--- config.mk ---
export PLATFORM = sky130hd
export DESIGN_NAME = ramp_track_adc
export DESIGN_NICKNAME = d
export VERILOG_FILES = /design/src/rtl/adc_ctrl_pkg.sv /design/src/rtl/adc_cmp_sync.sv /design/src/rtl/adc_code_counter.sv /design/src/rtl/adc_conv_seq.sv /design/src/rtl/ramp_track_adc.sv
export SDC_FILE = /design/constraint.sdc
export NUM_CORES = 1
export LEC_CHECK = 0
export BUFFER_PORTS_ARGS = -buffer_cell sky130_fd_sc_hd__clkbuf_2
export CAP_MARGIN = 20
export CORE_MARGIN = 10
export CORE_UTILIZATION = 55
export CTS_CLUSTER_DIAMETER = 50
export CTS_CLUSTER_SIZE = 14
export DETAILED_ROUTE_END_ITERATION = 16
export GPL_ROUTABILITY_DRIVEN = 0
export PLACE_DENSITY = 0.87
export SLEW_MARGIN = 20
export SYNTH_ARGS = -nofsm -noshare
export SYNTH_HDL_FRONTEND = slang
export SYNTH_HIERARCHICAL = 1
export SYNTH_SLANG_ARGS = --single-unit
--- constraint.sdc ---
create_clock -name clk_i -period 1.7 [get_ports clk_i]
set_clock_uncertainty 0.15 [all_clocks]
set_input_delay 0 -clock clk_i [delete_from_list [all_inputs] [get_ports clk_i]]
set_output_delay 0 -clock clk_i [all_outputs]
set_load 0.05 [all_outputs]
--- src/rtl/adc_ctrl_pkg.sv ---
package adc_ctrl_pkg;

  typedef enum logic [1:0] {
    ST_IDLE  = 2'd0,
    ST_RAMP  = 2'd1,
    ST_HOLD  = 2'd2,
    ST_TRACK = 2'd3
  } adc_state_e;

  typedef enum logic [1:0] {
    CNT_KEEP  = 2'd0,
    CNT_CLEAR = 2'd1,
    CNT_UP    = 2'd2,
    CNT_DOWN  = 2'd3
  } cnt_op_e;

endpackage

--- src/rtl/adc_cmp_sync.sv ---
module adc_cmp_sync #(
  parameter int STAGES = 2
) (
  input  logic clk_i,
  input  logic rst_ni,
  input  logic d_i,
  output logic q_o
);

  logic [STAGES-1:0] ff_q;
  logic [STAGES-1:0] ff_d;

  generate
    if (STAGES == 1) begin : g_single
      always_comb ff_d = d_i;
    end else begin : g_chain
      always_comb ff_d = {ff_q[STAGES-2:0], d_i};
    end
  endgenerate

  always_ff @(posedge clk_i or negedge rst_ni) begin
    if (!rst_ni) ff_q <= '0;
    else         ff_q <= ff_d;
  end

  assign q_o = ff_q[STAGES-1];

endmodule

--- src/rtl/adc_code_counter.sv ---
module adc_code_counter
  import adc_ctrl_pkg::*;
#(
  parameter int WIDTH = 8
) (
  input  logic             clk_i,
  input  logic             rst_ni,
  input  cnt_op_e          op_i,
  output logic [WIDTH-1:0] cnt_d_o,
  output logic [WIDTH-1:0] cnt_q_o,
  output logic             at_max_o
);

  localparam logic [WIDTH-1:0] CNT_MAX = '1;
  localparam logic [WIDTH-1:0] CNT_ONE = WIDTH'(1);

  logic [WIDTH-1:0] cnt_q;
  logic [WIDTH-1:0] cnt_d;
  logic             cnt_en;

  always_comb begin
    cnt_d  = cnt_q;
    cnt_en = 1'b0;
    unique case (op_i)
      CNT_CLEAR: begin cnt_d = '0; cnt_en = 1'b1; end
      CNT_UP:    if (cnt_q != CNT_MAX) begin cnt_d = cnt_q + CNT_ONE; cnt_en = 1'b1; end
      CNT_DOWN:  if (cnt_q != '0)      begin cnt_d = cnt_q - CNT_ONE; cnt_en = 1'b1; end
      default:   ;
    endcase
  end

  always_ff @(posedge clk_i or negedge rst_ni) begin
    if (!rst_ni)     cnt_q <= '0;
    else if (cnt_en) cnt_q <= cnt_d;
  end

  assign cnt_d_o  = cnt_d;
  assign cnt_q_o  = cnt_q;
  assign at_max_o = (cnt_q == CNT_MAX);

endmodule

--- src/rtl/adc_conv_seq.sv ---
module adc_conv_seq
  import adc_ctrl_pkg::*;
#(
  parameter int SETTLE = 2
) (
  input  logic    clk_i,
  input  logic    rst_ni,
  input  logic    start_i,
  input  logic    track_i,
  input  logic    cmp_s_i,
  input  logic    at_max_i,
  output cnt_op_e op_o,
  output logic    load_o,
  output logic    done_o
);

  localparam int            WW      = $clog2(SETTLE + 1);
  localparam logic [WW-1:0] WAIT_LIM = WW'(SETTLE);
  localparam logic [WW-1:0] WAIT_ONE = WW'(1);

  adc_state_e    state_q, state_d;
  logic [WW-1:0] wait_q, wait_d;
  logic          done_q, done_d;

  always_comb begin
    state_d = state_q;
    wait_d  = wait_q;
    op_o    = CNT_KEEP;
    load_o  = 1'b0;
    if (track_i) begin
      state_d = ST_TRACK;
      op_o    = cmp_s_i ? CNT_UP : CNT_DOWN;
      load_o  = 1'b1;
    end else if (start_i) begin
      state_d = ST_RAMP;
      op_o    = CNT_CLEAR;
      wait_d  = '0;
    end else begin
      unique case (state_q)
        ST_RAMP: begin
          if (wait_q != WAIT_LIM) begin
            wait_d = wait_q + WAIT_ONE;
          end else if (!cmp_s_i || at_max_i) begin
            state_d = ST_HOLD;
            load_o  = 1'b1;
          end else begin
            op_o = CNT_UP;
          end
        end
        ST_TRACK: state_d = ST_HOLD;
        default:  ;
      endcase
    end
    done_d = (state_d == ST_HOLD) || (state_d == ST_TRACK);
  end

  always_ff @(posedge clk_i or negedge rst_ni) begin
    if (!rst_ni) begin
      state_q <= ST_IDLE;
      wait_q  <= '0;
      done_q  <= 1'b0;
    end else begin
      state_q <= state_d;
      wait_q  <= wait_d;
      done_q  <= done_d;
    end
  end

  assign done_o = done_q;

endmodule

--- src/rtl/ramp_track_adc.sv ---
module ramp_track_adc
  import adc_ctrl_pkg::*;
#(
  parameter int WIDTH       = 8,
  parameter int SYNC_STAGES = 2
) (
  input  logic             clk_i,
  input  logic             rst_ni,
  input  logic             start_i,
  input  logic             track_i,
  input  logic             cmp_i,
  output logic [WIDTH-1:0] dac_code_o,
  output logic [WIDTH-1:0] result_o,
  output logic             done_o
);

  logic [1:0]       rst_sync_q;
  logic             rst_n_int;
  logic             cmp_s;
  cnt_op_e          cnt_op;
  logic [WIDTH-1:0] cnt_d, cnt_q;
  logic             at_max;
  logic             load_res;
  logic [WIDTH-1:0] result_q;

  always_ff @(posedge clk_i or negedge rst_ni) begin
    if (!rst_ni) rst_sync_q <= 2'b00;
    else         rst_sync_q <= {rst_sync_q[0], 1'b1};
  end
  assign rst_n_int = rst_sync_q[1];

  adc_cmp_sync #(.STAGES(SYNC_STAGES)) i_sync (
    .clk_i  (clk_i),
    .rst_ni (rst_n_int),
    .d_i    (cmp_i),
    .q_o    (cmp_s)
  );

  adc_conv_seq #(.SETTLE(SYNC_STAGES)) i_seq (
    .clk_i    (clk_i),
    .rst_ni   (rst_n_int),
    .start_i  (start_i),
    .track_i  (track_i),
    .cmp_s_i  (cmp_s),
    .at_max_i (at_max),
    .op_o     (cnt_op),
    .load_o   (load_res),
    .done_o   (done_o)
  );

  adc_code_counter #(.WIDTH(WIDTH)) i_cnt (
    .clk_i    (clk_i),
    .rst_ni   (rst_n_int),
    .op_i     (cnt_op),
    .cnt_d_o  (cnt_d),
    .cnt_q_o  (cnt_q),
    .at_max_o (at_max)
  );

  always_ff @(posedge clk_i or negedge rst_n_int) begin
    if (!rst_n_int)    result_q <= '0;
    else if (load_res) result_q <= cnt_d;
  end

  assign dac_code_o = cnt_q;
  assign result_o   = result_q;

endmodule

### After elaboration in Yosys (flattened, before gate mapping)

Index checks and enable logic that the tools add are counted.

| storage, ports and cells | value |
|---|---|
| register bits after elaboration | 25 |
| input bits | 5 |
| output and inout bits | 17 |
| word-level logic and storage cells | 53 |

| cells by class | value |
|---|---|
| add/sub/neg operators | 3 |
| equality and inequality tests | 10 |
| mux-type cells | 25 |
| bitwise logic cells | 1 |
| reductions and logical operators | 7 |

Operators with widths:

| kind | number |
|---|---|
| 2-to-1 mux 2 bit | 12 |
| case mux 8 bit (3 select lines) | 1 |
| 2-to-1 mux 8 bit | 2 |
| equality test 2 bit (second input constant) | 5 |
| adder 8 x 1 -> 8 bit (second input constant) | 1 |
| equality test 8 bit (second input constant) | 1 |
| 2-to-1 mux 1 bit | 8 |
| inequality test 8 bit (second input constant) | 1 |
| nonzero test 8 bit | 1 |
| subtractor 8 x 1 -> 8 bit (second input constant) | 1 |
| equality test 2 x 1 -> 1 bit (second input constant) | 2 |
| case mux 2 bit (2 select lines) | 1 |
| nonzero test 2 bit | 2 |
| case mux 1 bit (3 select lines) | 1 |
| AND reduction 3 bit | 1 |
| adder 2 x 1 -> 2 bit (second input constant) | 1 |
| logical OR 1 bit | 2 |
| inequality test 2 bit (second input constant) | 1 |
| zero test 1 bit | 1 |
| inverter 1 bit | 1 |

### Longest topological paths before layout

Gate-level depths: netlist (run 1).

| depth | value |
|---|---|
| word-level depth | 9 |
| depth in mapped cells | 11 |
| depth with buffers taken out | 11 |

### Hierarchy

The synthesis (run 1) kept the hierarchy.

Modules (own cells, without submodules):

| module | times used | cells an instance | area an instance (um^2) | sequential area each (um^2) |
|---|---|---|---|---|
| adc_code_counter | 1 | 93 | 795.8 | 200.2 |
| ramp_track_adc | 1 | 20 | 385.4 | 250.2 |
| adc_conv_seq | 1 | 29 | 297.8 | 125.1 |
| adc_cmp_sync | 1 | 2 | 50.0 | 50.0 |

### Worst setup path after synthesis (run 1)

Ideal clock, no wire load.

| path | value |
|---|---|
| path type | flip-flop to flip-flop |
| from | reg i_cnt.cnt_q[0] (netlist: i_cnt/cnt_q_o[0]) |
| to | reg result_q[4] (netlist: result_o[4]) |
| library setup time | 125 ps |
| arrival time | 2794 ps |
| required time | 1425 ps |
| path slack | -1369 ps |
| stages on the path, launching flop included | 12 |
| buffers on the path | 1 |
| period minus slack after synthesis | 3069 ps |
| cell sequence | dfrtp_1 -> ha_1 -> and3_1 -> nand2_1 -> inv_1 -> inv_1 -> a31o_2 -> clkbuf_1 -> inv_1 -> o311ai_0 -> o311ai_0 -> mux2_4 |

| between the ends | value |
|---|---|
| cells in the longest elaborated chain, start to end | 9 |
| elaborated cells on any way between the ends | 22 |
| those cells by class | add/sub (2); eq/ne (5); mux (13); reduce/logical (2) |

RTL lines:

| element | RTL line | text |
|---|---|---|
| from (decl) | adc_code_counter.sv:17 | `logic [WIDTH-1:0] cnt_q;` |
| from (signal assigned) | adc_code_counter.sv:34 | `else if (cnt_en) cnt_q <= cnt_d;` |
| equality test 8 bit (*) | adc_code_counter.sv:39 | `assign at_max_o = (cnt_q == CNT_MAX);` |
| net at_max | ramp_track_adc.sv:22 | `logic at_max;` |
| logical OR 1 bit (*) | adc_conv_seq.sv:43 | `end else if (!cmp_s_i \|\| at_max_i) begin` |
| 2-to-1 mux 2 bit (*) | adc_conv_seq.sv:43 |  |
| 2-to-1 mux 2 bit (*) | adc_conv_seq.sv:41 | `if (wait_q != WAIT_LIM) begin` |
| 2-to-1 mux 2 bit (*) | adc_conv_seq.sv:39 | `unique case (state_q)` |
| 2-to-1 mux 2 bit (*) | adc_conv_seq.sv:34 | `end else if (start_i) begin` |
| 2-to-1 mux 2 bit (*) | adc_conv_seq.sv:30 | `if (track_i) begin` |
| net cnt_op[1] | ramp_track_adc.sv:20 | `cnt_op_e cnt_op;` |
| equality test 2 bit / equality test 2 x 1 -> 1 bit (equally long branches) | adc_code_counter.sv:24 | `unique case (op_i)` |
| case mux 8 bit (3 select lines) (*) | adc_code_counter.sv:24 |  |
| net cnt_d[4] | ramp_track_adc.sv:21 | `logic [WIDTH-1:0] cnt_d, cnt_q;` |
| to (signal assigned) | ramp_track_adc.sv:62 | `else if (load_res) result_q <= cnt_d;` |
| to (decl) | ramp_track_adc.sv:24 | `logic [WIDTH-1:0] result_q;` |

The timed path passes the listed nets; every way through them passes the cells marked *.
A chain may end at the register's enable or synchronous reset.

### Worst setup path in the final report (run 1)

| path | value |
|---|---|
| from | reg i_cnt.cnt_q[0] (netlist: i_cnt/cnt_q_o[0]) |
| to | reg result_q[4] (netlist: result_o[4]) |

| between the ends | value |
|---|---|
| cells in the longest elaborated chain, start to end | 9 |
| elaborated cells on any way between the ends | 22 |
| those cells by class | add/sub (2); eq/ne (5); mux (13); reduce/logical (2) |

RTL lines:

| element | RTL line |
|---|---|
| equality test 8 bit | adc_code_counter.sv:39 |
| logical OR 1 bit | adc_conv_seq.sv:43 |
| 2-to-1 mux 2 bit | adc_conv_seq.sv:43 |
| 2-to-1 mux 2 bit | adc_conv_seq.sv:41 |
| 2-to-1 mux 2 bit | adc_conv_seq.sv:39 |
| 2-to-1 mux 2 bit | adc_conv_seq.sv:34 |
| 2-to-1 mux 2 bit | adc_conv_seq.sv:30 |
| equality test 2 bit / equality test 2 x 1 -> 1 bit (equally long branches) | adc_code_counter.sv:24 |
| case mux 8 bit (3 select lines) (*) | adc_code_counter.sv:24 |
| net cnt_d[4] | ramp_track_adc.sv:21 |

Marked as above.

==> run summary, run 1 <==
The effective utilization at floorplan came out at 56.4%. The die outline height came out at 72.7 um. In the layout the commonest cells are 48 x sky130_fd_sc_hd__buf_4, 21 x sky130_fd_sc_hd__clkbuf_2, 17 x sky130_fd_sc_hd__dfrtp_1. The clock latency at the later pin of the worst-skew pair is roughly 0.33 ns.

The largest voltage drop on the vdd net came out at around 0.0017 V. The adder-cell share of the synthesized area came out at 2.45%. The final worst hold slack came out at between 0.015 and 0.02 ns. The worst setup path is of the flop to flop kind. The total global routing overflow came out at 0. Buffers inserted during clock tree synthesis total 3.

The post-synthesis register bit count came out at 25. The root buffer cell is sky130_fd_sc_hd__clkbuf_4. The simple-gate share of the synthesized area is 18.2%.

The run finished, with violations left. The switching power of the nets came out at 2.09 mW. The number of enable flip-flop cells after synthesis is 0.

The register share of total power came out at about a quarter. The number of diodes came out at 0. In the global route stage, overall resource usage came out at 20.3%. The number of cell rows came out at 19. The share of the cycle needed by the critical path after routing came out at 143%. The post-route antenna net violation count is 0. The maximum number of pins on one net before global-route repair is 16. Setup repair after global routing could not meet its margin everywhere.

The maximum achievable frequency came out at 413 MHz. The clock period minus worst slack is 2.42 ns. The worst-case clock buffer depth came out at 2.

The CTS sink count came out at 25. The detailed-route vias per instance came out at 6.71. The mapped cell area is 0.00153 mm2.

The post-synthesis compound-gate area fraction is 22.1%. The TritonCTS clock tree is done. Dividing total power by cell area gives a power density of 1710 mW/mm2. The tool flagged a number of max-cap violations equal to 0. The placed wire-length estimate came out at about 3100 um. The clock network accounts for around 7% of the total power. The top-level I/O count is 22. The violation count after the first detailed-routing iteration is 241. The H-tree depth reported by CTS is 1.

The number of nets in the synthesized netlist is approximately 150. The final route contains 1692 vias. The final wirelength came out at 6110 um. By area, the combinational part of the netlist is dominated by compound AO/OA/AOI/OAI gates. The count of cell types in the netlist came out at 50.

The area added between synthesis and finish came out at 59.4%. After detailed routing, the average wire length per cell comes to between 20 and 25 um. The number of buffers added on ports is 21. The initial antenna violation count was 0.

After clock tree synthesis, the clock-pin slew on the worst setup and hold paths is between 0.15 and 0.2 ns. Net switching is between 40 and 50% of the power. Of the total synthesized cell area, the portion taken by XOR and XNOR cells is 0.573%. The number of setup violations in the final report came out at 21. The first-pass iteration count of the detailed router came out at 4. The final reports fail on setup timing. STA classifies the critical path startpoint as a flop.

The design internal power is 2.09 mW. Measured against the total synthesized area, the mux share comes to 9.17%. Data on the critical path arrives at its endpoint at 2.50 ns. The data required time of the worst path came out at about 1.8 ns. The first-pass GRT wire length came out at ~8700 um.

The post-synthesis average cell area is between 10 and 15 um2. The net count of the finished layout is 230. The hold violation count in the final report came to 0. In this run the worst hold path is classified as flop to asynchronous set/reset pin. The number of warnings issued by yosys came out at 6. The area of the die came out at 0.00529 mm2. The library cell used most frequently in the layout, excluding fill and tap cells, is sky130_fd_sc_hd__buf_4. After filler insertion, the fill cell instance count of the layout stands at around 100.

The sequential-to-total area share from yosys stat came out at 40.9%. The layout cell share with drive strength beyond 1 is 66.1%. The number of max-slew violations in the final report is 0. The number of global-route vias before repair is between 1500 and 2000. The number of cells produced by synthesis came out at 144. In this run, the combinational gates consume 69.2% of the power. Along the worst path, the maximum fanout reaches 5. Among all flip-flop cells after synthesis, the most frequent one is sky130_fd_sc_hd__dfrtp_1. The leakage power of the design came out at 1.09 nW. The overall die width came out at roughly 73 um. The pre-CTS setup slack came out at -0.746 ns. The total area inside the core boundary comes to 0.00271 mm2.

Once routing completed, OpenROAD measured the worst setup slack at -0.723 ns. In the synthesized netlist the async set-or-reset flop fraction comes to 100%. STA classifies the critical path endpoint as a flop. The detailed-route DRC error count came out at 0.
==> per-layer routing <==
| metal | wire, um | part of all wire [%] | track usage (%) |
|---|---|---|---|
| met1 | 2230 | 37 | 24.1 |
| met2 | 2970 | 49 | 33.0 |
| met3 | 553 | 9.1 | 4.22 |
| met4 | 348 | 5.7 | 11.8 |
| met5 | 0 | 0 | 0 |
==> worst paths after layout <==
check | startpoint | to | slack (ns) | depth (start not counted)
min in group clk_i | start_i | i_seq/wait_q[0] | 0.10 | 4
hold reg to reg | rst_sync_q[1] | result_o[2] | 0.02 | 0
setup / recovery | i_cnt/cnt_q_o[0] | result_o[4] | -0.72 | 7
setup reg to reg | i_cnt/cnt_q_o[0] | result_o[4] | -0.72 | 7
hold / removal | rst_sync_q[1] | result_o[2] | 0.02 | 0
max in group asynchronous | rst_sync_q[1] | i_cnt/cnt_q_o[4] | 0.81 | 1
==> state kept, by name (all words and copies together) (netlist names) <==
register / count
i_cnt/cnt_q_o: 8
result_o: 8
rst_sync_q: 2
i_seq/wait_q: 2
i_seq/state_q: 2
i_seq/done_o: 1
i_sync/ff_q: 2
==> power by group through the flow <==
| stage | Sequential, mW | Clock (mW) | Combinational, mW |
|---|---|---|---|
| after floorplan | 1.52 | 0 | 1.03 |
| after global placement | 0.945 | 0 | 2.08 |
| after detailed placement | 0.964 | 0 | 2.17 |
| after CTS | 0.959 | 0.288 | 2.49 |
| after global routing | 1.01 | 0.306 | 3.01 |
| final | 0.993 | 0.291 | 2.89 |
==> cell type report <==
type	count	area, um2	area share (%)
clock buffer	3	22.5	0.924
clock inverter	1	7.51	0.308
inverter	8	37.5	1.54
multi-input combinational	100	1060	43.4
sequential	25	641	26.3
tap	31	38.8	1.59
timing repair buffer	84	632	25.9
==> critical path, stage by stage, from the launching register on <==
cell and delay, ns:
sky130_fd_sc_hd__dfrtp_4 0.56, sky130_fd_sc_hd__inv_4 0.08, sky130_fd_sc_hd__ha_4 0.12, sky130_fd_sc_hd__or3b_4 0.42
sky130_fd_sc_hd__or3_4 0.38, sky130_fd_sc_hd__a32oi_4 0.21, sky130_fd_sc_hd__o311ai_1 0.12, sky130_fd_sc_hd__mux2_4 0.28
==> cell families (layout without fill, tap and decap cells) <==
logic type / after synthesis / count (layout)
compound gates: 41 / 41
flops: 25 / 25
simple gates: 44 / 44
fa+ha+maj: 3 / 3
buf+inv: 19 / 96
xor+xnor: 1 / 1
other cells: 1 / 1
mux: 10 / 10
==> cell usage after synthesis, drive strengths merged, types with 2 or more instances <==
master,instances,share of area (%)
ha,3,2.5
buf,5,2.9
mux2,8,7.9
and3,2,0.82
o21bai,2,0.98
o32ai,2,1.1
nand3,5,1.6
or3,7,3.2
dfrtp,25,41
o31ai,2,0.98
a221o,2,1.3
nor4,3,2.0
nor3,3,1.3
o21ai,3,1.2
and4,2,1.1
o211ai,3,1.5
or3b,2,1.3
a21o,2,0.98
nand2,5,1.2
clkbuf,6,1.5
mux2i,2,1.3
inv,7,1.7
a21oi,7,2.3
nor2,4,0.98
nand4,7,2.9
o21a,2,0.98
nand2b,2,0.82
o311ai,7,5.2
==> through the flow <==
| stage | power, mW | instance area (um2) | util [%] | setup TNS, ns | instances |
|---|---|---|---|---|---|
| 6_report | 4.18 | 2440 | 89.9 | -10.15 | 252 |
| 5_1_grt | 4.33 | 2440 | 89.9 | -11.24 | 252 |
| 3_5_place_dp | 3.13 | 1990 | 73.3 | -9.56 | 224 |
| 2_1_floorplan | 2.55 | 1640 | - | -8.65 | 144 |
| 4_1_cts | 3.73 | 2290 | 84.7 | -8.50 | 247 |
| 3_3_place_gp | 3.03 | 1990 | 73.3 | -8.34 | 224 |
==> repair_timing <==
action / in CTS / in global routing
endpoints found under the setup margin: 21 / 21
gates resized for setup: 28 / 22
endpoints found under the hold margin: 7 / 0
cloned: 0 / 0
pin swaps: 22 / 7
setup buffers: 18 / 9
hold buffers: 5 / 0
Note: power is estimated with default switching activity, not from simulation.
==> run 2, diff against run 1 <==
==> constraint.sdc (replaced) <==
create_clock -name clk_i -period 2.4 [get_ports clk_i]
set_clock_uncertainty 0.15 [all_clocks]
set_input_delay 0 -clock clk_i [delete_from_list [all_inputs] [get_ports clk_i]]
set_output_delay 0 -clock clk_i [all_outputs]
set_load 0.05 [all_outputs]
==> run 2 against run 1 <==
Against the previous run:
- the run still ends with setup timing left
- first-iteration DRC count decreased by 42%
- final cell count decreased by 12%
- wire length decreased by 24%
- core utilization decreased by 14 points
- clock-buffer cell count increased by 1
- critical path type unchanged
- critical endpoint unchanged
- largest cell class unchanged
- largest power group unchanged
==> run summary, run 2 (synthesis results as in run 1) <==
The analysis attributes to cell leakage a power of about 0.92 nW. After detailed routing, the number of vias per cell comes to 6.56. The data required time of the worst path is 2.49 ns. The setup path with the least slack is of type flop to flop. The H-tree depth reported by CTS is 1. The post-placement cell area came out at 0.00181 mm2. For this run, the detailed router's first-pass iteration total came to 5. The flow ran to the end, but the final reports show violations. The switching portion of total power is 50.1%.

At the end of the flow, the number of nets in the layout was roughly 200. Of the cells placed in the final design, the portion with a size suffix greater than 1 is 53.1%. The register share of total power came out at 27.6%.

The switching power of the nets came out at 1.26 mW. The hold violation count in the final report is 0. Setup repair after global routing could not meet its margin everywhere. The placed instance count came out at 202. The library cell used most frequently in the layout, excluding fill and tap cells, is sky130_fd_sc_hd__buf_4. After detailed routing, the number of remaining DRC violations is 0. The TritonCTS clock tree is done. The clock latency at the later pin of the worst-skew pair is 0.33 ns. The final worst hold slack is between 0.07 and 0.08 ns.

The overall die width came out at roughly 73 um. The clock power share is 7.8%. STA classifies the critical path endpoint as a flop. The CTS sink count is 25. The CTS clock-pin slew for the worst setup and hold paths came out at 0.14 ns. Dividing total power by cell area gives a power density of 1220 mW/mm2. The fill cell total of the finished layout came out at 182. The first-pass GRT wire length is ~7000 um. Row generation in the floorplan step produced 19 rows. The top-level I/O count came out at 22. In the layout the commonest cells are 28 x sky130_fd_sc_hd__buf_4, 21 x sky130_fd_sc_hd__clkbuf_2, 17 x sky130_fd_sc_hd__dfrtp_1. Summing all multi-input logic gate instances after layout gives 950 um2.

The effective utilization at floorplan came out at between 50% and 60%. Relative to the synthesized area, the layout overhead comes to 35.3%. Input and output buffers added on the ports amount to 21. The number of max-slew violations in the final report is 0. The worst-case clock buffer depth came out at 2. The largest voltage drop on the vdd net is 0.00132 V. The critical path launch point type is a flop. Of all nets on the critical path, the largest fanout is 5. The number of buffers created by CTS is 3. The remaining max-slew budget at the tightest pin is a little over three fifths.

The clock period minus worst slack came out at 2.46 ns. The post-route cell area came out at between 0.002 and 0.0025 mm2. The total area inside the core boundary comes to between 0.002 and 0.003 mm2.

The fraction of power consumed by combinational cells is 64.6%. The detailed-route wire length per cell is approximately 21 um. Internal power comes to 1.25 mW. The type of the worst min-delay path is flop to asynchronous set/reset pin. The total via count in the routed design is 1463. Setup violations remaining at the end of the flow were counted as 3. The final wirelength is roughly 4700 um.

After the flow finishes, the layout carries non-filler instances totaling 223. The number of antenna diodes in the final layout is 0. The total design power is between 2 and 3 mW. Summed over all layers, the global routing overflow is 0. The post-route antenna net violation count came out at 0. The worst-margin pin slew came out at 0.559 ns. The die outline height came out at approximately 73 um. The critical path data arrival time is 2.54 ns. The final total negative setup slack is -0.0721 ns. The area of the die came out at 0.00529 mm2.

The root buffer cell is sky130_fd_sc_hd__clkbuf_4. The share of the cycle needed by the critical path after routing is 102%. Summed over all nets, the half-perimeter wirelength after detailed placement is a little under 3000 um. The violation count after the first detailed-routing iteration is 140. Static timing analysis puts the maximum clock frequency at 407 MHz. Registers take approximately 640 um2.

The maximum number of pins on one net before global-route repair came out at 24. The number of global-route vias before repair was roughly 1500. The initial antenna violation count is 0. Once routing completed, OpenROAD measured the worst setup slack at -0.0579 ns.

The total global-route track usage is roughly 16%. The final reports fail on setup timing. The number of max-capacitance violations reported is 0.
run 2: cell count changes in the layout (fill, tap and decap cells not counted), sizes merged:
cell,delta
clkbuf,+1
buf,-29
clkinv,-1
run 2: power by group through the flow:
stage	combinational (mW)	sequential (mW)	clock, mW
final	1.62	0.694	0.196
after global routing	1.71	0.714	0.214
after CTS	1.48	0.689	0.198
after detailed placement	1.41	0.705	0
after global placement	1.35	0.693	0
after floorplan	0.724	1.07	0
run 2: area by class of cell:
cell class,count,share of cell area (%)
clock buffer,4,1.27
inverter,8,1.75
multi-input combinational,100,45.9
sequential,25,31.0
tap,31,1.88
timing repair buffer,55,18.2
run 2: through the flow:
stage	utilization, %	setup slack [ns]
after CTS	71.1	0.000462
after detailed placement	66.6	-0.103
after global placement	66.6	0.0335
final	76.3	-0.0579
after floorplan	-	-0.0330
after global routing	76.3	-0.0939
run 2: critical path, stage by stage (launching register included):
cell and delay (ns):
sky130_fd_sc_hd__dfrtp_4 0.53, sky130_fd_sc_hd__inv_4 0.08, sky130_fd_sc_hd__ha_4 0.13, sky130_fd_sc_hd__or3b_4 0.42
sky130_fd_sc_hd__or3_4 0.38, sky130_fd_sc_hd__a32oi_4 0.25, sky130_fd_sc_hd__o311ai_2 0.14, sky130_fd_sc_hd__mux2_4 0.28
run 2: per-layer routing:
| metal | track usage [%] | vias to the layer above | routed length [um] |
|---|---|---|---|
| li1 | - | 655 | - |
| met1 | 18.4 | 704 | 1910 |
| met2 | 26.2 | 82 | 2190 |
| met3 | 4.76 | 22 | 346 |
| met4 | 9.70 | 0 | 222 |
| met5 | 0 | - | 0 |
run 2: final timing paths:
| path | to | slack (ns) | cells past startpoint | start |
|---|---|---|---|---|
| min | result_o[1] | 0.07 | 1 | rst_sync_q[1] |
| min reg2reg | result_o[1] | 0.07 | 1 | rst_sync_q[1] |
| max in group asynchronous | rst_sync_q[0] | 1.62 | 3 | rst_ni |
| min in group clk_i | i_sync/ff_q[0] | 0.16 | 2 | cmp_i |
| max reg2reg | result_o[4] | -0.06 | 7 | i_cnt/cnt_q_o[1] |
| max | result_o[4] | -0.06 | 7 | i_cnt/cnt_q_o[1] |
run 2: repair_timing:
item,in CTS,in global routing
endpoints found under the setup margin,7,9
pin swaps,4,8
endpoints found under the hold margin,8,0
cloned,0,0
gates resized for setup,6,13
hold buffers,5,0
buffers inserted,2,10
==> run 3, diff against run 2 <==
--- a/config.mk
+++ b/config.mk
@@ -14,6 +14,7 @@
 export DETAILED_ROUTE_END_ITERATION = 16
 export GPL_ROUTABILITY_DRIVEN = 0
 export PLACE_DENSITY = 0.87
+export RECOVER_POWER = 25
 export SLEW_MARGIN = 20
 export SYNTH_ARGS = -nofsm -noshare
 export SYNTH_HDL_FRONTEND = slang
==> run 3 against run 2 <==
Against the previous run:
- the run still ends with setup timing left
- first-iteration DRC count decreased by 1.4%
- non-clock buffer count stayed put
- clock-buffer cell count unchanged
- cell area fell by 0.18%
- largest power group unchanged
==> run summary, run 3 (synthesis results as in run 1) <==
Global routing used between 10% and 20% of the available tracks across all layers. For the worst setup path, the data arrival time is 2.54 ns. The number of buffers added on ports came out at 21. Setup slack on the worst reg-to-reg path comes out at -0.06 ns. The share of the cycle needed by the critical path after routing is 102%. The leakage power of the design came out at about 0.92 nW. The maximum achievable frequency is a little over 400 MHz. The slowest stage cell on the critical path is sky130_fd_sc_hd__dfrtp_4. The worst-margin pin slew is 1.26 ns. The final wirelength is 4670 um. The number of global-route vias before repair is 1472. The net count of the finished layout is 201. The source of the worst hold timing path is cmp_i. The detailed router finished its first iteration with 138 violations. Cells with a size suffix above 1 make up a little over half of the layout. The pre-CTS setup slack came out at -0.103 ns.

The global-route met2 utilization came out at 26.2%. The cell area power density came out at 1220 mW/mm2. TritonCTS built the clock tree.

Using the TritonRoute via totals, the vias-per-cell ratio works out to 6.56. The detail route stage leaves a number of antenna-violating nets equal to 0. The checks that failed: setup timing. In the layout the commonest cells are 27 x sky130_fd_sc_hd__buf_4, 21 x sky130_fd_sc_hd__clkbuf_2, 17 x sky130_fd_sc_hd__dfrtp_1. Traced cell by cell, the critical path runs through inv_4 -> ha_4 -> or3b_4 -> or3_4 -> a32oi_4 -> o311ai_2 -> mux2_4. Counting along the longest clock path gives a buffer depth of 2. The count of non-filler cells in the finished layout is 223. The overall die width came out at 72.7 um. The tightest hold path in the finished design has a slack of around 0.16 ns.

The number of max-capacitance violations reported came out at 0. The number of cell rows came out at 19. The placed wire-length estimate is 2980 um. STA puts the critical path data required time at 2.49 ns. The total global routing overflow came out at 0. The number of setup violations in the final report is 3. The area of the die is 0.00529 mm2. The met3 usage in global routing is 4.76%.

VDD sags by at most between 0.001 and 0.0015 V. The placed instance count came out at slightly above 200. STA classifies the critical path endpoint as a flop. The layer flagged by global routing as most heavily used is met2. The logic depth of the worst register-to-register path came out at 7. The area added between synthesis and finish is 35.0%. The post-route cell area is 0.00206 mm2. The endpoint identified for the worst register-to-register timing path is result_o[4]. The largest fanout on the critical path came out at 5. The die outline height came out at 72.7 um. The worst setup margin came out at -0.0579 ns. The library cell used most frequently in the layout, excluding fill and tap cells, is sky130_fd_sc_hd__buf_4. The clock latency at the later pin of the worst-skew pair came out at 0.33 ns.

The top-level I/O count came out at 22. The detailed-route DRC error count is 0. The detailed-route wire length per cell came out at 21.0 um. The worst setup path is of the flop to flop kind. The utilization of the core after routing is approximately three quarters. For this configuration, the core starts out at a cell density of 56.4%. The number of max-slew violations in the final report came out at 0. The initial antenna violation count is 0. The CTS sink count came out at 25. After clock tree synthesis, the clock-pin slew on the worst setup and hold paths is 0.14 ns. The total design power is 2.51 mW. The instance count along the most critical hold path came out at 2. The post-placement cell area is ~0.0018 mm2. The core footprint is 0.00271 mm2. The run finished, with violations left. The clock period minus worst slack is 2.46 ns. The remaining max-slew budget at the tightest pin is roughly 16%. Broken down by cell family, the worst path's largest delay share belongs to simple AND/OR/NAND/NOR gates. The number of diodes came out at 0. The number of buffer and inverter instances along the worst setup path came out at 1. The layout has approximately 180 filler cells. Setup repair after global routing could not meet its margin everywhere. The worst register-to-register path begins at i_cnt/cnt_q_o[1]. For hold timing, the worst endpoint is i_sync/ff_q[0]. The final total negative setup slack is -0.0717 ns. The number of buffers created by CTS is 3. The first global-routing pass estimated 6910 um of wire.

The global routing usage on met1 came out at 18.4%. The path class of the tightest hold or removal check is primary input to flop. The first TritonRoute pass finished after 5 iterations.

The total via count in the routed design is 1463. The H-tree depth reported by CTS came out at 1. The biggest cell delay along the critical path came out at 0.53 ns. The hold violation count in the final report is 0.

STA classifies the critical path startpoint as a flop. The maximum number of pins on one net before global-route repair is 24. The tree is rooted in a sky130_fd_sc_hd__clkbuf_4.
-- run 3: cell count changes in the layout (fill, tap and decap cells not counted), sizes merged --
| cell | before | now |
|---|---|---|
| clkbuf | 25 | 26 |
| buf | 29 | 28 |
-- run 3: worst max path at each step --
stage / startpoint / endpoint / cells after the start
after floorplan: i_cnt/cnt_q_o[1] / result_o[4] / 8
after global placement: i_cnt/cnt_q_o[1] / result_o[3] / 7
after detailed placement: i_cnt/cnt_q_o[1] / result_o[4] / 7
after CTS: i_cnt/cnt_q_o[1] / result_o[7] / 11
after global routing: i_cnt/cnt_q_o[1] / result_o[7] / 11
final: i_cnt/cnt_q_o[1] / result_o[4] / 7
-- run 3: layer usage --
layer | part of all wire, % | vias to the layer above
met4 | 4.7 | 0
met3 | 7.4 | 22
met2 | 47 | 82
li1 | - | 655
met1 | 41 | 704
met5 | 0 | -
-- run 3: report_power, final --
| part | internal [mW] | switching [mW] | leakage (nW) | total (mW) |
|---|---|---|---|---|
| combinational | 0.624 | 0.998 | 0.597 | 1.62 |
| sequential | 0.564 | 0.130 | 0.303 | 0.694 |
| clock | 0.0653 | 0.130 | 0.0150 | 0.196 |
| total | 1.25 | 1.26 | 0.915 | 2.51 |
-- run 3: timing repair --
item / 4_1_cts / 5_1_grt
endpoints found under the setup margin: 7 / 9
hold buffers: 5 / 0
buffers inserted: 2 / 10
pin swaps: 4 / 8
resized for setup: 6 / 13
hold endpoints to repair: 8 / 0
-- run 3: cell type report --
cell class	count	area (um2)	share of cell area, %
clock buffers	4	26.3	1.27
inverters	8	36.3	1.76
multi-input cells	100	950	46.0
flip-flops and latches	25	641	31.0
well taps	31	38.8	1.88
repair buffers	55	373	18.1
